--- config.mk ---
export PLATFORM = sky130hd
export DESIGN_NAME = regbridge64
export DESIGN_NICKNAME = d
export VERILOG_FILES = /design/src/rtl/rb_pkg.sv /design/src/rtl/rb_err_sticky.sv /design/src/rtl/rb_cmd_engine.sv /design/src/rtl/rb_host_regs.sv /design/src/rtl/regbridge64.sv
export SDC_FILE = /design/constraint.sdc
export NUM_CORES = 1
export LEC_CHECK = 0
export BUFFER_PORTS_ARGS = -buffer_cell sky130_fd_sc_hd__buf_2
export CAP_MARGIN = 20
export CORE_AREA = 2 2 165 167
export CTS_BUF_LIST = sky130_fd_sc_hd__clkbuf_8
export CTS_CLUSTER_DIAMETER = 100
export DETAILED_ROUTE_END_ITERATION = 16
export DIE_AREA = 0 0 167 169
export HOLD_SLACK_MARGIN = 0.03
export PLACE_DENSITY = 0.6
export SLEW_MARGIN = 15
export SYNTH_ARGS = -nofsm -noshare
export SYNTH_HDL_FRONTEND = slang
export SYNTH_SLANG_ARGS = --single-unit
--- constraint.sdc ---
create_clock -name clk -period 3.05 [get_ports clk]
set_input_delay 0.61 -clock clk [delete_from_list [all_inputs] [get_ports clk]]
set_output_delay 0.61 -clock clk [all_outputs]
set_load 0.05 [all_outputs]
--- src/rtl/rb_pkg.sv ---
package rb_pkg;
  localparam int HOST_DW = 32;
  localparam int TGT_DW  = 64;

  localparam logic [7:0] OFS_DHI  = 8'h00;
  localparam logic [7:0] OFS_DLO  = 8'h04;
  localparam logic [7:0] OFS_CMD  = 8'h08;
  localparam logic [7:0] OFS_RST  = 8'h18;
  localparam logic [7:0] OFS_STAT = 8'h1C;
  localparam logic [7:0] OFS_IRQ  = 8'h20;

  localparam int CMD_DIR_BIT  = 31;
  localparam int STAT_ERR_BIT = 31;

  typedef enum logic {ENG_IDLE, ENG_WAIT} eng_state_t;
endpackage

--- src/rtl/rb_err_sticky.sv ---
module rb_err_sticky (
  input  logic clk,
  input  logic rst,
  input  logic set_i,
  input  logic clear_i,
  output logic flag_o
);
  always_ff @(posedge clk) begin
    if (rst)          flag_o <= 1'b0;
    else if (clear_i) flag_o <= 1'b0;
    else if (set_i)   flag_o <= 1'b1;
  end

  a_r8_clear_wins: assert property (@(posedge clk) disable iff (rst)
    clear_i |=> !flag_o);
  a_r5_event_sets: assert property (@(posedge clk) disable iff (rst)
    set_i && !clear_i |=> flag_o);
  a_r8_sticky: assert property (@(posedge clk) disable iff (rst)
    flag_o && !clear_i |=> flag_o);
endmodule

--- src/rtl/rb_cmd_engine.sv ---
module rb_cmd_engine #(
  parameter int TADDR_W = 31,
  parameter int TIMEOUT = 256
) (
  input  logic                       clk,
  input  logic                       rst,
  input  logic                       cmd_go,
  input  logic [rb_pkg::HOST_DW-1:0] cmd_word,
  input  logic [rb_pkg::HOST_DW-1:0] stage_hi,
  input  logic [rb_pkg::HOST_DW-1:0] stage_lo,
  input  logic                       abort,
  input  logic                       tgt_ack,
  input  logic                       tgt_err,
  input  logic [rb_pkg::TGT_DW-1:0]  tgt_rdata,
  output logic                       tgt_req,
  output logic                       tgt_we,
  output logic [TADDR_W-1:0]         tgt_addr,
  output logic [rb_pkg::TGT_DW-1:0]  tgt_wdata,
  output logic                       busy,
  output logic                       cmd_accept,
  output logic                       rd_load,
  output logic [rb_pkg::TGT_DW-1:0]  rd_data,
  output logic                       err_evt
);
  import rb_pkg::*;

  localparam int CNT_W = (TIMEOUT > 1) ? $clog2(TIMEOUT) : 1;
  localparam logic [CNT_W-1:0] TMO_LAST = CNT_W'(TIMEOUT - 1);

  eng_state_t state_q;
  logic [CNT_W-1:0] cnt_q;
  logic done_ok, done_err, tmo, collide, finish;

  assign busy       = (state_q == ENG_WAIT);
  assign tgt_req    = busy;
  assign cmd_accept = cmd_go && !busy;
  assign collide    = cmd_go && busy;
  assign done_ok    = busy && !abort && tgt_ack && !tgt_err;
  assign done_err   = busy && !abort && tgt_err;
  assign tmo        = busy && !abort && !tgt_ack && !tgt_err && (cnt_q == TMO_LAST);
  assign finish     = abort || tgt_ack || tgt_err || (cnt_q == TMO_LAST);
  assign rd_load    = done_ok && !tgt_we;
  assign rd_data    = tgt_rdata;
  assign err_evt    = done_err || tmo || collide;

  always_ff @(posedge clk) begin
    if (rst) begin
      state_q   <= ENG_IDLE;
      cnt_q     <= '0;
      tgt_we    <= 1'b0;
      tgt_addr  <= '0;
      tgt_wdata <= '0;
    end else begin
      case (state_q)
        ENG_IDLE: begin
          if (cmd_go) begin
            state_q   <= ENG_WAIT;
            cnt_q     <= '0;
            tgt_we    <= cmd_word[CMD_DIR_BIT];
            tgt_addr  <= cmd_word[TADDR_W-1:0];
            tgt_wdata <= {stage_hi, stage_lo};
          end
        end
        default: begin
          if (finish) state_q <= ENG_IDLE;
          else        cnt_q   <= cnt_q + 1'b1;
        end
      endcase
    end
  end

  a_r3_req_from_cmd: assert property (@(posedge clk) disable iff (rst)
    $rose(tgt_req) |-> $past(cmd_go));
  a_r3_addr_stable: assert property (@(posedge clk) disable iff (rst)
    tgt_req && $past(tgt_req) |-> $stable(tgt_addr) && $stable(tgt_wdata) && $stable(tgt_we));
  a_r4_ack_ends: assert property (@(posedge clk) disable iff (rst)
    tgt_req && tgt_ack |=> !tgt_req);
  a_r6_timeout_ends: assert property (@(posedge clk) disable iff (rst)
    tgt_req && cnt_q == TMO_LAST |=> !tgt_req);
  a_r7_collide_keeps: assert property (@(posedge clk) disable iff (rst)
    tgt_req && cmd_go |=> tgt_addr == $past(tgt_addr));
  a_r8_abort_drops: assert property (@(posedge clk) disable iff (rst)
    abort |=> !tgt_req);
endmodule

--- src/rtl/rb_host_regs.sv ---
module rb_host_regs #(
  parameter int HADDR_W = 8
) (
  input  logic                       clk,
  input  logic                       rst,
  input  logic                       hst_wr_en,
  input  logic                       hst_rd_en,
  input  logic [HADDR_W-1:0]         hst_addr,
  input  logic [rb_pkg::HOST_DW-1:0] hst_wdata,
  output logic [rb_pkg::HOST_DW-1:0] hst_rdata,
  output logic                       hst_rvalid,
  output logic                       wr_cmd,
  output logic                       wr_rst,
  input  logic                       cmd_accept,
  input  logic                       rd_load,
  input  logic [rb_pkg::TGT_DW-1:0]  rd_data,
  input  logic                       busy,
  input  logic                       err_flag,
  output logic [rb_pkg::HOST_DW-1:0] stage_hi,
  output logic [rb_pkg::HOST_DW-1:0] stage_lo,
  output logic                       irq_en
);
  import rb_pkg::*;

  localparam logic [HADDR_W-1:0] A_DHI  = HADDR_W'(OFS_DHI);
  localparam logic [HADDR_W-1:0] A_DLO  = HADDR_W'(OFS_DLO);
  localparam logic [HADDR_W-1:0] A_CMD  = HADDR_W'(OFS_CMD);
  localparam logic [HADDR_W-1:0] A_RST  = HADDR_W'(OFS_RST);
  localparam logic [HADDR_W-1:0] A_STAT = HADDR_W'(OFS_STAT);
  localparam logic [HADDR_W-1:0] A_IRQ  = HADDR_W'(OFS_IRQ);

  logic [HOST_DW-1:0] cmd_q;
  logic [HOST_DW-1:0] rd_mux;

  assign wr_cmd = hst_wr_en && (hst_addr == A_CMD);
  assign wr_rst = hst_wr_en && (hst_addr == A_RST);

  always_ff @(posedge clk) begin
    if (rst) begin
      stage_hi <= '0;
      stage_lo <= '0;
      cmd_q    <= '0;
      irq_en   <= 1'b0;
    end else begin
      if (rd_load) begin
        stage_hi <= rd_data[TGT_DW-1:HOST_DW];
        stage_lo <= rd_data[HOST_DW-1:0];
      end else if (hst_wr_en) begin
        if (hst_addr == A_DHI) stage_hi <= hst_wdata;
        if (hst_addr == A_DLO) stage_lo <= hst_wdata;
      end
      if (cmd_accept) cmd_q <= hst_wdata;
      if (hst_wr_en && hst_addr == A_IRQ) irq_en <= hst_wdata[0];
    end
  end

  always_comb begin
    rd_mux = '0;
    case (hst_addr)
      A_DHI:  rd_mux = stage_hi;
      A_DLO:  rd_mux = stage_lo;
      A_CMD:  rd_mux = cmd_q;
      A_STAT: begin
        rd_mux[STAT_ERR_BIT] = err_flag;
        rd_mux[0]            = busy;
      end
      A_IRQ:  rd_mux[0] = irq_en;
      default: rd_mux = '0;
    endcase
  end

  always_ff @(posedge clk) begin
    if (rst) begin
      hst_rdata  <= '0;
      hst_rvalid <= 1'b0;
    end else begin
      hst_rvalid <= hst_rd_en;
      if (hst_rd_en) hst_rdata <= rd_mux;
    end
  end

  a_r4_load_value: assert property (@(posedge clk) disable iff (rst)
    rd_load |=> {stage_hi, stage_lo} == $past(rd_data));
  a_r2_rvalid_follows: assert property (@(posedge clk) disable iff (rst)
    hst_rd_en |=> hst_rvalid);
endmodule

--- src/rtl/regbridge64.sv ---
module regbridge64 #(
  parameter int HADDR_W = 8,
  parameter int TADDR_W = 31,
  parameter int TIMEOUT = 256
) (
  input  logic                  clk,
  input  logic                  rst,
  input  logic                  hst_wr_en,
  input  logic                  hst_rd_en,
  input  logic [HADDR_W-1:0]    hst_addr,
  input  logic [31:0]           hst_wdata,
  output logic [31:0]           hst_rdata,
  output logic                  hst_rvalid,
  output logic                  tgt_req,
  output logic                  tgt_we,
  output logic [TADDR_W-1:0]    tgt_addr,
  output logic [63:0]           tgt_wdata,
  input  logic                  tgt_ack,
  input  logic                  tgt_err,
  input  logic [63:0]           tgt_rdata,
  output logic                  irq
);
  logic        wr_cmd, wr_rst, cmd_accept, rd_load, busy, err_evt, err_flag, irq_en;
  logic [31:0] stage_hi, stage_lo;
  logic [63:0] rd_data;

  rb_host_regs #(.HADDR_W(HADDR_W)) u_regs (
    .clk(clk), .rst(rst),
    .hst_wr_en(hst_wr_en), .hst_rd_en(hst_rd_en), .hst_addr(hst_addr),
    .hst_wdata(hst_wdata), .hst_rdata(hst_rdata), .hst_rvalid(hst_rvalid),
    .wr_cmd(wr_cmd), .wr_rst(wr_rst), .cmd_accept(cmd_accept),
    .rd_load(rd_load), .rd_data(rd_data), .busy(busy), .err_flag(err_flag),
    .stage_hi(stage_hi), .stage_lo(stage_lo), .irq_en(irq_en)
  );

  rb_cmd_engine #(.TADDR_W(TADDR_W), .TIMEOUT(TIMEOUT)) u_eng (
    .clk(clk), .rst(rst),
    .cmd_go(wr_cmd), .cmd_word(hst_wdata), .stage_hi(stage_hi), .stage_lo(stage_lo),
    .abort(wr_rst), .tgt_ack(tgt_ack), .tgt_err(tgt_err), .tgt_rdata(tgt_rdata),
    .tgt_req(tgt_req), .tgt_we(tgt_we), .tgt_addr(tgt_addr), .tgt_wdata(tgt_wdata),
    .busy(busy), .cmd_accept(cmd_accept), .rd_load(rd_load), .rd_data(rd_data),
    .err_evt(err_evt)
  );

  rb_err_sticky u_err (
    .clk(clk), .rst(rst), .set_i(err_evt), .clear_i(wr_rst), .flag_o(err_flag)
  );

  assign irq = irq_en & err_flag;

  a_r10_irq_gate: assert property (@(posedge clk) disable iff (rst)
    irq |-> err_flag);
endmodule

==> results of run 1 <==
-- worst min path at each step --
stage                         startpoint                   end  slack [ns]
floorplan             u_regs.stage_lo[0]    u_eng.tgt_wdata[0]        0.45
global placement     u_regs.hst_rdata[5]   u_regs.hst_rdata[5]        0.43
detailed placement  u_regs.hst_rdata[13]  u_regs.hst_rdata[13]        0.44
CTS                                  rst     u_regs.hst_rvalid        0.29
global route                         rst     u_regs.hst_rvalid        0.30
finish                               rst     u_regs.hst_rvalid        0.32
-- cells by family after synthesis --
family | Yosys count
buffers and inverters | 165
DFF | 204
and+or+nand+nor | 378
muxes | 34
adders and majority gates | 1
AOI/OAI and AO/OA | 313
-- worst register-to-register path, stage by stage (launching register included) --
cell and delay (ns):
dfxtp_1 0.40, inv_1 0.13, a311oi_4 0.24, buf_4 0.67
a22oi_1 0.27, a221oi_2 0.30
-- state kept, by name, summed over array words and instances (netlist names) --
name and cells:
u_regs.stage_lo 32, u_regs.irq_en 1, u_regs.hst_rvalid 1, u_eng.cnt_q 8, u_regs.stage_hi 32, u_eng.tgt_wdata 64, u_err.flag_o 1, u_eng.busy 1
u_regs.hst_rdata 32, u_regs.cmd_q 32
-- power by group through the flow --
stage,clock [mW],sequential (mW),combinational [mW]
6_report,2.43,2.67,0.305
2_1_floorplan,0,2.73,0.132
3_5_place_dp,0,2.73,0.303
4_1_cts,2.49,2.67,0.304
3_3_place_gp,0,2.73,0.306
5_1_grt,2.62,2.67,0.324
-- area by class of cell --
type / instances / share of cell area [%]
Clock buffer: 42 / 5.11
Clock inverter: 22 / 0.885
Inverter: 68 / 2.26
Multi-Input combinational cell: 726 / 38.9
Tap cell: 341 / 3.77
Timing Repair Buffer: 264 / 12.9
Sequential cell: 204 / 36.1
Antenna cell: 2 / 0.0443
-- layer usage --
metal	vias up	GRT usage [%]	routed length (microns)
li1	4203	-	-
met2	353	35.0	14600
met4	8	8.21	927
met3	73	5.38	2330
met1	4254	27.5	13500
met5	-	0	46
-- cell usage in the layout, fill, tap and decap left out, drive strengths merged, types with 38 or more instances in the layout --
master / Yosys / layout
nand2: 288 / 288
buf: 41 / 264
dfxtp: 204 / 204
a21oi: 128 / 128
inv: 68 / 84
a221oi: 64 / 64
a22oi: 63 / 63
clkbuf: 56 / 42
nor2: 39 / 39
o21ai: 38 / 38
-- stage by stage --
stage / instance area [sq um] / setup WS (ns) / utilization, % / power (mW)
final: 11300 / 0.930 / 42.7 / 5.40
after global routing: 11300 / 0.811 / 42.7 / 5.61
after CTS: 11300 / 0.942 / 42.7 / 5.47
after detailed placement: 10600 / 0.397 / 40.1 / 3.03
after global placement: 10600 / 0.380 / 40.1 / 3.04
after floorplan: 9160 / 0.955 / - / 2.87
==> summary.md, run 1 <==
| Metric | Value |
|---|---|
| Post-CTS Setup Inserts | 0 |
| Number of buffers added to fix hold violations after cts | 0 |
| Post-synthesis sequential area ratio | 44.6% |
| Worst EP arrival | 2.54 ns |
| Fmax achieved | 472 MHz |
| Count of cells along the worst hold path | 2 |
| Internal power consumption | 4.03 mW |
| Quantity of gates resized following cts | 0 |
| Initial Utilization | 34.6% |
| Filler cell count in the final layout | 2708 |
| Library cell with the highest instance count after synthesis | nand2_1 |
| Total Die Area | roughly 28000 sq um |
| Wirelength per Cell | roughly 19 microns |
| Worst reg2reg path endpoint | u_regs.stage_hi[22] |
| Share of power burned in registers | between 40% and 50% |
| Mux share of post-synthesis cell area | 3.74% |
| Launch instance of the worst register-to-register path | u_eng.busy |
| Post-synth EDFFs | 0 |
| Worst path slowest cell | and3b_2 |
| Adder and majority cell fraction of the synthesized area | less than 1% |
| Warnings from Yosys | 0 |
| Overall Global Routing Usage | between 20% and 30% |
| Total number of clock tree sinks | 204 |
| Type of destination of the critical path | register |
| Placer congestion estimate | roughly 0.8 |
| Ranking of synthesized cells by instance count | nand2_1, dfxtp_1, a21oi_1 |
| Switching part of the total power | 25.5% |
| Post-synthesis instance total | around 1100 |
| Maximum VDD drop | 0.265 mV |
| Detailed-route wire length | 31400 microns |
| Number of design-rule violations left by the first detailed-router iteration | 656 |
| Post-Route Skew | around 0.02 ns |
| Distinct cell type count after synthesis | 45 |
| Max-cap violations | 0 |
| Setup slack, reg-to-reg | 0.95 ns |
| RSZ-0062 raised after global routing | false |
| Number of buffers created by CTS | 38 |
| Synthesized-area fraction occupied by and/or/nand/nor cells | 17.5% |
| Least-Margin Pin Slew | slightly above 0.8 ns |
| Leakage power total | 4.49 nW |
| Pre-Repair DR Iteration Count | 5 |
| Worst Hold Margin | 0.318 ns |
| Total of buffers placed on input and output ports | 240 |
| Setup violators final | 0 |
| Class of the most critical setup path | input port to register |
| Detail-routed via count per cell | 5.33 |
| Part of the total power dissipated in combinational logic | 5.6% |
| Power per standard cell area | 478 nW/um^2 |
| Mean post-synth cell area | roughly 8.4 sq um |
| Final count of hold timing violations | 0 |
| Top_reg_cell synth | dfxtp_1 |
| Startpoint types | input port |
| R2R depth | 5 |
| Area of all sequential standard cells | approximately 4000 sq um |
| Die H | 169 microns |
| Combinational family with the most area after synthesis | compound AO/OA/AOI/OAI gates |
| Clock latency reported for the late side of the worst-skew pair | 0.53 ns |
| Destination of the critical timing path | u_regs.stage_hi[22] |
| Async set-or-reset flop fraction in the synthesized netlist | 0% |
| Remaining routing DRC violations | 0 |
| Area used by multi-input combinational logic | 4400 sq um |
| Die width | 167 microns |
| TritonCTS clock tree | yes |
| DRT antenna net count | 0 |
| Worst Path Max Fanout | 17 |
| Cell count after placement | 1603 |
| XOR/XNOR Fraction of Synth Area | 0% |
| I/O pin total | ~240 |
| Antenna violations before repair | 6 |
| Number of gates on the worst path with buffers counted | 6 |
| Final period util | a little under 70% |
| Worst max-slew margin expressed relative to the limit | 46.1% |
| Cell area after technology mapping | 9160 sq um |
| Result of the run | complete, no violations |
| Synthesized-area fraction occupied by ao, oa, aoi and oai cells | 26.1% |
| Clock Tree Buf Depth | 3 |
| Share of the synthesized area in the top cell type | between 40% and 50% |
| Wire length of the first global-routing pass | 48600 microns |
| Number of non-filler instances in the completed layout | 1669 |
| Ratio of cells with drive above 1 in the final layout | between 20% and 30% |
| Worst min-delay path class | input port to register |
| Count of vias placed by the detailed router | 8891 |
| Number of register bits inferred by synthesis | around 200 |
| Syn Nets | 1206 |
| Largest net degree at the start of global routing | 95 |
| Required @ worst endpoint | 3.47 ns |
| Accumulated negative setup slack | 0 ns |
| Top delay family on crit path | simple AND/OR/NAND/NOR gates |
| Portion of total power attributed to the clock network | 44.9% |
| Combined buffer and inverter count along the critical path | 2 |
| Library cell occupying the most area in the post-synthesis netlist | dfxtp_1 |
| Critical Path, Cell by Cell | buf_2, nor4_4, and3b_2, buf_12, nand2_1, a221oi_2 |
| Rows | 60 |
| Area grow syn2layout | 23.5% |
| Clock transition at path regs | 0.06 ns |
| Largest cells by area after synthesis | dfxtp_1, nand2_1, a221oi_2 |
| Fin nets | 1413 |
| Std-Cell Core Area | approximately 27000 sq um |
| Number of H-tree levels | 2 |
| Launching element of the worst setup path | hst_addr[5] |
| Post-DP HPWL | roughly 20000 microns |
| Final Max Slew Viols | 0 |
| Sw power | roughly 1.4 mW |
| Master cell of the clock root buffer | clkbuf_8 |
| Number of global-route vias before repair | 8699 |
| Aggregate global routing overflow | 0 |
| Min cycle time layout | between 2 and 2.5 ns |
| Stage delay of the slowest cell on the critical path | 0.63 ns |
No activity file was read; power rests on OpenSTA's default activity.
==> run 2, diff against run 1 <==
==> constraint.sdc (replaced) <==
create_clock -name clk -period 2.2 [get_ports clk]
set_input_delay 0.44 -clock clk [delete_from_list [all_inputs] [get_ports clk]]
set_output_delay 0.44 -clock clk [all_outputs]
set_load 0.05 [all_outputs]
==> run 2 against run 1 <==
Clock skew up 0.0042 ns. Sequential cell count unchanged. Non-clock buffer count up 14. Worst setup slack worse by 0.59 ns. Total power up 51%.
==> summary.md, run 2 (same netlist as run 1, synthesis figures left out) <==
| Metric | Value |
|---|---|
| Part of the total power dissipated in combinational logic | under 10% |
| Leakage power total | 4.65 nW |
| Rows | 60 |
| Worst Path Max Fanout | 10 |
| Overall Global Routing Usage | about a fifth |
| Clock Tree Buf Depth | 3 |
| Detailed-route wire length | 31300 microns |
| Portion of total power attributed to the clock network | a little under 50% |
| Number of flip-flops under the largest register name | 64 |
| Register containing the most flip-flops in the final layout | u_eng.tgt_wdata |
| Clock transition at path regs | 0.07 ns |
| Total number of clock tree sinks | 204 |
| Share of power burned in registers | 45.2% |
| Top library cells by usage in the layout, fill and taps aside | nand2_1, buf_2, dfxtp_1 |
| Worst max-slew margin expressed relative to the limit | 63.1% |
| Aggregate global routing overflow | 0 |
| Number of global-route vias before repair | 8711 |
| Most common cell after layout, fill and taps aside | nand2_1 |
| Number of H-tree levels | 2 |
| Core Util, Final | between 40% and 50% |
| Antenna violations before repair | 4 |
| Number of buffers created by CTS | 39 |
| Die width | 167 microns |
| Number of design-rule violations left by the first detailed-router iteration | 719 |
| Worst EP arrival | 2.30 ns |
| Filler cell count in the final layout | 2647 |
| Remaining routing DRC violations | 0 |
| I/O pin total | 241 |
| Post-Route Skew | 0.0247 ns |
| Initial Utilization | about a third |
| Final Max Slew Viols | 0 |
| Area used by multi-input combinational logic | about 4400 sq um |
| Std-Cell Core Area | 26500 sq um |
| Class of the most critical setup path | register to register |
| DRT antenna net count | 0 |
| Result of the run | complete, no violations |
| Final count of hold timing violations | 0 |
| Fin nets | 1428 |
| Sw power | 1.98 mW |
| Wire length of the first global-routing pass | ~48000 microns |
| Fmax achieved | 539 MHz |
| Detail-routed via count per cell | 5.18 |
| Placer congestion estimate | 0.871 |
| Least-Margin Pin Slew | 0.549 ns |
| TritonCTS clock tree | yes |
| Total Die Area | 28200 sq um |
| Count of vias placed by the detailed router | 8763 |
| Post-DP HPWL | between 20000 and 25000 microns |
| Post-CTS Setup Inserts | 0 |
| Dpl cell area | 10800 sq um |
| Area of all sequential standard cells | around 4100 sq um |
| Pre-Repair DR Iteration Count | 5 |
| Type of destination of the critical path | register |
| Switching part of the total power | 24.3% |
| Worst min-delay path class | input port to register |
| Required @ worst endpoint | 2.64 ns |
| Largest net degree at the start of global routing | 95 |
| Min cycle time layout | 1.86 ns |
| Clock latency reported for the late side of the worst-skew pair | 0.53 ns |
| Final period util | 84.4% |
| Quantity of gates resized following cts | 0 |
| RSZ-0062 raised after global routing | false |
| Internal power consumption | 6.20 mW |
| Maximum VDD drop | 0.615 mV |
| Post-route design area | 11600 sq um |
| Power per standard cell area | 703 nW/um^2 |
| Startpoint types | register |
| Die H | about 170 microns |
| Max-cap violations | 0 |
| Wirelength per Cell | 18.5 microns |
| Number of buffers added to fix hold violations after cts | 0 |
| Master cell of the clock root buffer | clkbuf_8 |
| Ratio of cells with drive above 1 in the final layout | a little under a third |
| Setup violators final | 0 |
| Area grow syn2layout | 27.2% |
| Total of buffers placed on input and output ports | 240 |
run 2: changes by cell type in the layout (fill, tap and decap cells not counted):
cell        delta
buf_4         +10
clkbuf_8      +10
inv_1          -5
buf_12         +4
bufinv_16      +2
clkinv_2       +2
clkinvlp_4     -1
diode_2        +1
run 2: layout make-up:
cell class	count	share of cell area, %
clock inverters	20	1.24
well taps	341	3.66
repair buffers	278	13.9
multi-input cells	726	37.7
clock buffers	52	6.14
inverters	68	2.19
diodes	3	0.0645
flip-flops and latches	204	35.1
run 2: critical path, cell delays in order (launching register included):
cell and delay (ns):
dfxtp_1 0.40, ha_1 0.23, nand3_1 0.13, or3_1 0.52, a211o_1 0.34, a31oi_1 0.16
run 2: per-layer routing:
layer,vias up,track usage (%),wire [microns]
met5,-,0,28
met4,6,8.40,983
met3,73,4.86,2220
met2,304,34.4,14300
met1,4128,27.6,13700
li1,4252,-,-
run 2: stage by stage:
| step | cells | total power, mW | worst slack [ns] | hold WS, ns | setup TNS, ns |
|---|---|---|---|---|---|
| detailed placement | 1617 | 4.21 | -0.0777 | 0.439 | -1.04 |
| global route | 1690 | 8.48 | 0.176 | 0.137 | 0 |
| CTS | 1689 | 8.28 | 0.331 | 0.127 | 0 |
| global placement | 1617 | 4.21 | 0.0299 | 0.427 | 0 |
| finish | 1692 | 8.18 | 0.344 | 0.161 | 0 |
| floorplan | 1095 | 3.97 | 0.220 | 0.446 | 0 |
run 2: power groups by stage:
stage	logic, mW	clock network, mW	registers [mW]
floorplan	0.183	0	3.79
global placement	0.428	0	3.78
detailed placement	0.426	0	3.78
CTS	0.428	4.15	3.70
global route	0.456	4.32	3.70
finish	0.429	4.05	3.70
run 2: path summary, 6_finish.rpt:
check                                     startpoint                   end  slack [ns]  cells after the start
worst max-delay path                  u_eng.cnt_q[0]        u_eng.cnt_q[7]        0.34                      5
worst min-delay path                   tgt_rdata[33]    u_regs.stage_hi[1]        0.16                      3
worst max register to register        u_eng.cnt_q[0]        u_eng.cnt_q[7]        0.34                      5
worst min register to register  u_regs.hst_rdata[14]  u_regs.hst_rdata[14]        0.44                      2
==> run 3, diff against run 2 <==
--- a/config.mk
+++ b/config.mk
@@ -13,7 +13,7 @@
 export DETAILED_ROUTE_END_ITERATION = 16
 export DIE_AREA = 0 0 167 169
 export HOLD_SLACK_MARGIN = 0.03
-export PLACE_DENSITY = 0.6
+export PLACE_DENSITY = 0.63
 export SLEW_MARGIN = 15
 export SYNTH_ARGS = -nofsm -noshare
 export SYNTH_HDL_FRONTEND = slang
==> constraint.sdc (replaced) <==
create_clock -name clk -period 1.6 [get_ports clk]
set_input_delay 0.32 -clock clk [delete_from_list [all_inputs] [get_ports clk]]
set_output_delay 0.32 -clock clk [all_outputs]
set_load 0.05 [all_outputs]
==> run 3 against run 2 <==
The flow now finishes with violations (setup timing). Fmax increased by 15%. Sequential cell count did not move. Worst setup slack worse by 0.36 ns. Hold slack worse by 0.11 ns. Sequential power is 38% higher. Global-route usage is 0.42 points higher. Final cell count increased by 5.0%. Non-clock buffer count rose by 92. First-iteration DRC count shrank 24%. Via count grew 6.1%. Clock power up 34%. Sequential share of layout area down 3.0 points. Largest cell class unchanged.
==> summary.md, run 3 (same netlist as run 1, synthesis figures left out) <==
| Metric | Value |
|---|---|
| Setup slack, reg-to-reg | -0.02 ns |
| Ratio of cells with drive above 1 in the final layout | 33.0% |
| Overall Global Routing Usage | 21.7% |
| Clock latency reported for the late side of the worst-skew pair | 0.55 ns |
| Area grow syn2layout | 39.3% |
| Worst min-delay path class | input port to register |
| Final Max Slew Viols | 0 |
| Total Die Area | 28200 sq um |
| Clock Tree Buf Depth | 3 |
| Number of H-tree levels | 2 |
| Startpoint types | register |
| Number of flip-flops under the largest register name | 64 |
| Power per standard cell area | between 800 and 900 nW/um^2 |
| Post-Route Skew | 0.0426 ns |
| Number of inserted diodes | 0 |
| Critical Path, Cell by Cell | inv_4, a311oi_4, buf_12, and2_4, buf_12, buf_12, a221oi_2 |
| Type of destination of the critical path | register |
| Number of non-filler instances in the completed layout | 1776 |
| Final period util | 101% |
| Failing checks | setup timing |
| Leakage power total | a little over 5 nW |
| Required @ worst endpoint | 1.98 ns |
| Number of global-route vias before repair | roughly 9000 |
| Maximum VDD drop | between 0.6 and 0.7 mV |
| Total of buffers placed on input and output ports | 240 |
| Rows | 60 |
| Largest net degree at the start of global routing | between 50 and 60 |
| Result of the run | complete, but fails checks |
| Stage delay of the slowest cell on the critical path | roughly 0.37 ns |
| Class of the most critical setup path | register to register |
| Fin nets | 1519 |
| Worst Path Max Fanout | 8 |
| Detailed-route wire length | 32700 microns |
| Post-route worst setup slack | -0.0185 ns |
| Antenna violations before repair | 2 |
| Placer congestion estimate | 0.851 |
| DRT antenna net count | 0 |
| Least-Margin Pin Slew | around 0.53 ns |
| Worst Setup Slack post-DPL | -0.336 ns |
| Top library cells by usage in the layout, fill and taps aside | nand2_1, buf_2, dfxtp_1 |
| Detail-routed via count per cell | 5.24 |
| Die width | 167 microns |
| Post-DP HPWL | 21700 microns |
| Final count of hold timing violations | 0 |
| Master cell of the clock root buffer | clkbuf_8 |
| Worst max-slew margin expressed relative to the limit | between 60% and 70% |
| Cell count after placement | 1656 |
| TritonCTS clock tree | yes |
| Count of cells along the worst hold path | 3 |
| Sink of the worst hold path | u_regs.stage_lo[31] |
| Max-cap violations | 0 |
| Wirelength per Cell | 18.4 microns |
| RSZ-0062 raised after global routing | true |
| Std-Cell Core Area | 26500 sq um |
| Worst path slowest cell | dfxtp_4 |
| Initial Utilization | about a third |
| R2R depth | 7 |
| Crit path top cell by count | buf_12 |
| Clock transition at path regs | 0.05 ns |
| Setup violators final | 13 |
| Die H | ~170 microns |
| Worst reg2reg path endpoint | u_regs.stage_lo[19] |
| Pre-Repair DR Iteration Count | 5 |
| Worst EP arrival | ~2.0 ns |
| Total number of clock tree sinks | 204 |
| Wire length of the first global-routing pass | 49500 microns |
| Min cycle time layout | 1.62 ns |
| Number of design-rule violations left by the first detailed-router iteration | approximately 550 |
| Most common cell after layout, fill and taps aside | nand2_1 |
| Fmax achieved | between 600 and 700 MHz |
| Register containing the most flip-flops in the final layout | u_eng.tgt_wdata |
| Number of buffers created by CTS | 38 |
| Count of vias placed by the detailed router | 9298 |
| Combined buffer and inverter count along the critical path | 4 |
| Start point of the worst min-delay path | tgt_rdata[31] |
| Launch instance of the worst register-to-register path | u_eng.busy |
| I/O pin total | 241 |
| Remaining routing DRC violations | 0 |
| Top delay family on crit path | buffers and inverters |
| Aggregate global routing overflow | 0 |
[run 3: cell types whose count changed in the layout (fill, tap and decap cells not counted), moves of 3 or more]
cell | before | now
dlygate4sd3_1 | 0 | 43
buf_4 | 28 | 55
buf_12 | 10 | 26
buf_6 | 1 | 6
clkinv_2 | 6 | 1
dfxtp_1 | 204 | 199
dfxtp_2 | 0 | 4
buf_2 | 239 | 236
clkbuf_16 | 0 | 3
diode_2 | 3 | 0
[run 3: how the worst max path moves through the flow]
stage                     start             endpoint  slack [ns]  depth (start not counted)
floorplan            u_eng.busy       u_eng.cnt_q[6]       -0.10                          5
global placement    hst_addr[5]  u_eng.tgt_wdata[41]       -0.28                          7
detailed placement  hst_addr[5]       u_eng.cnt_q[3]       -0.34                          7
CTS                  u_eng.busy   u_regs.stage_hi[0]        0.01                          5
global route         u_eng.busy       u_eng.cnt_q[3]        -0.1                          6
finish               u_eng.busy  u_regs.stage_lo[19]       -0.02                          7
[run 3: layer usage]
layer	track usage (%)	share of wire [%]	vias up
met5	0	0.037	-
met4	7.76	3.3	2
met3	4.72	7.2	78
met2	35.8	47	380
met1	28.0	43	4417
li1	-	-	4421
[run 3: where the power goes]
part	internal, mW	switching [mW]
Combinational	0.300	0.429
Sequential	5.09	0.00440
Clock	3.15	2.29
[run 3: tightest hold or removal path, cell delays in order]
cell and delay [ns]:
buf_2 0.10, inv_1 0.06, a221oi_2 0.06
[run 3: cell type report]
type,instances,area [sq um]
clock buffers,54,743
multi-input cells,726,4460
repair buffers,370,2700
inverters,68,258
fillers,2522,13700
flip-flops and latches,204,4090
clock inverters,13,86.3
well taps,341,427
[run 3: timing repair]
item | CTS | global route
pin swaps | 1 | 28
gates resized for setup | 8 | 13
endpoints found under the setup margin | 10 | 68
cloned | 0 | 5
hold buffers | 41 | 2
endpoints found under the hold margin | 40 | 4
setup buffers | 1 | 4
[run 3: through the flow]
step | hold slack (ns) | TNS (ns) | total power, mW | area (sq um) | util, %
after CTS | 0.0300 | 0 | 11.4 | 12500 | 47.3
after global placement | 0.429 | -43.75 | 5.84 | 11200 | 42.4
after detailed placement | 0.438 | -51.14 | 5.84 | 11200 | 42.4
after global routing | 0.0344 | -1.86 | 11.7 | 12800 | 48.1
after floorplan | 0.429 | -5.80 | 5.47 | 9330 | -
final | 0.0472 | -0.102 | 11.3 | 12800 | 48.1
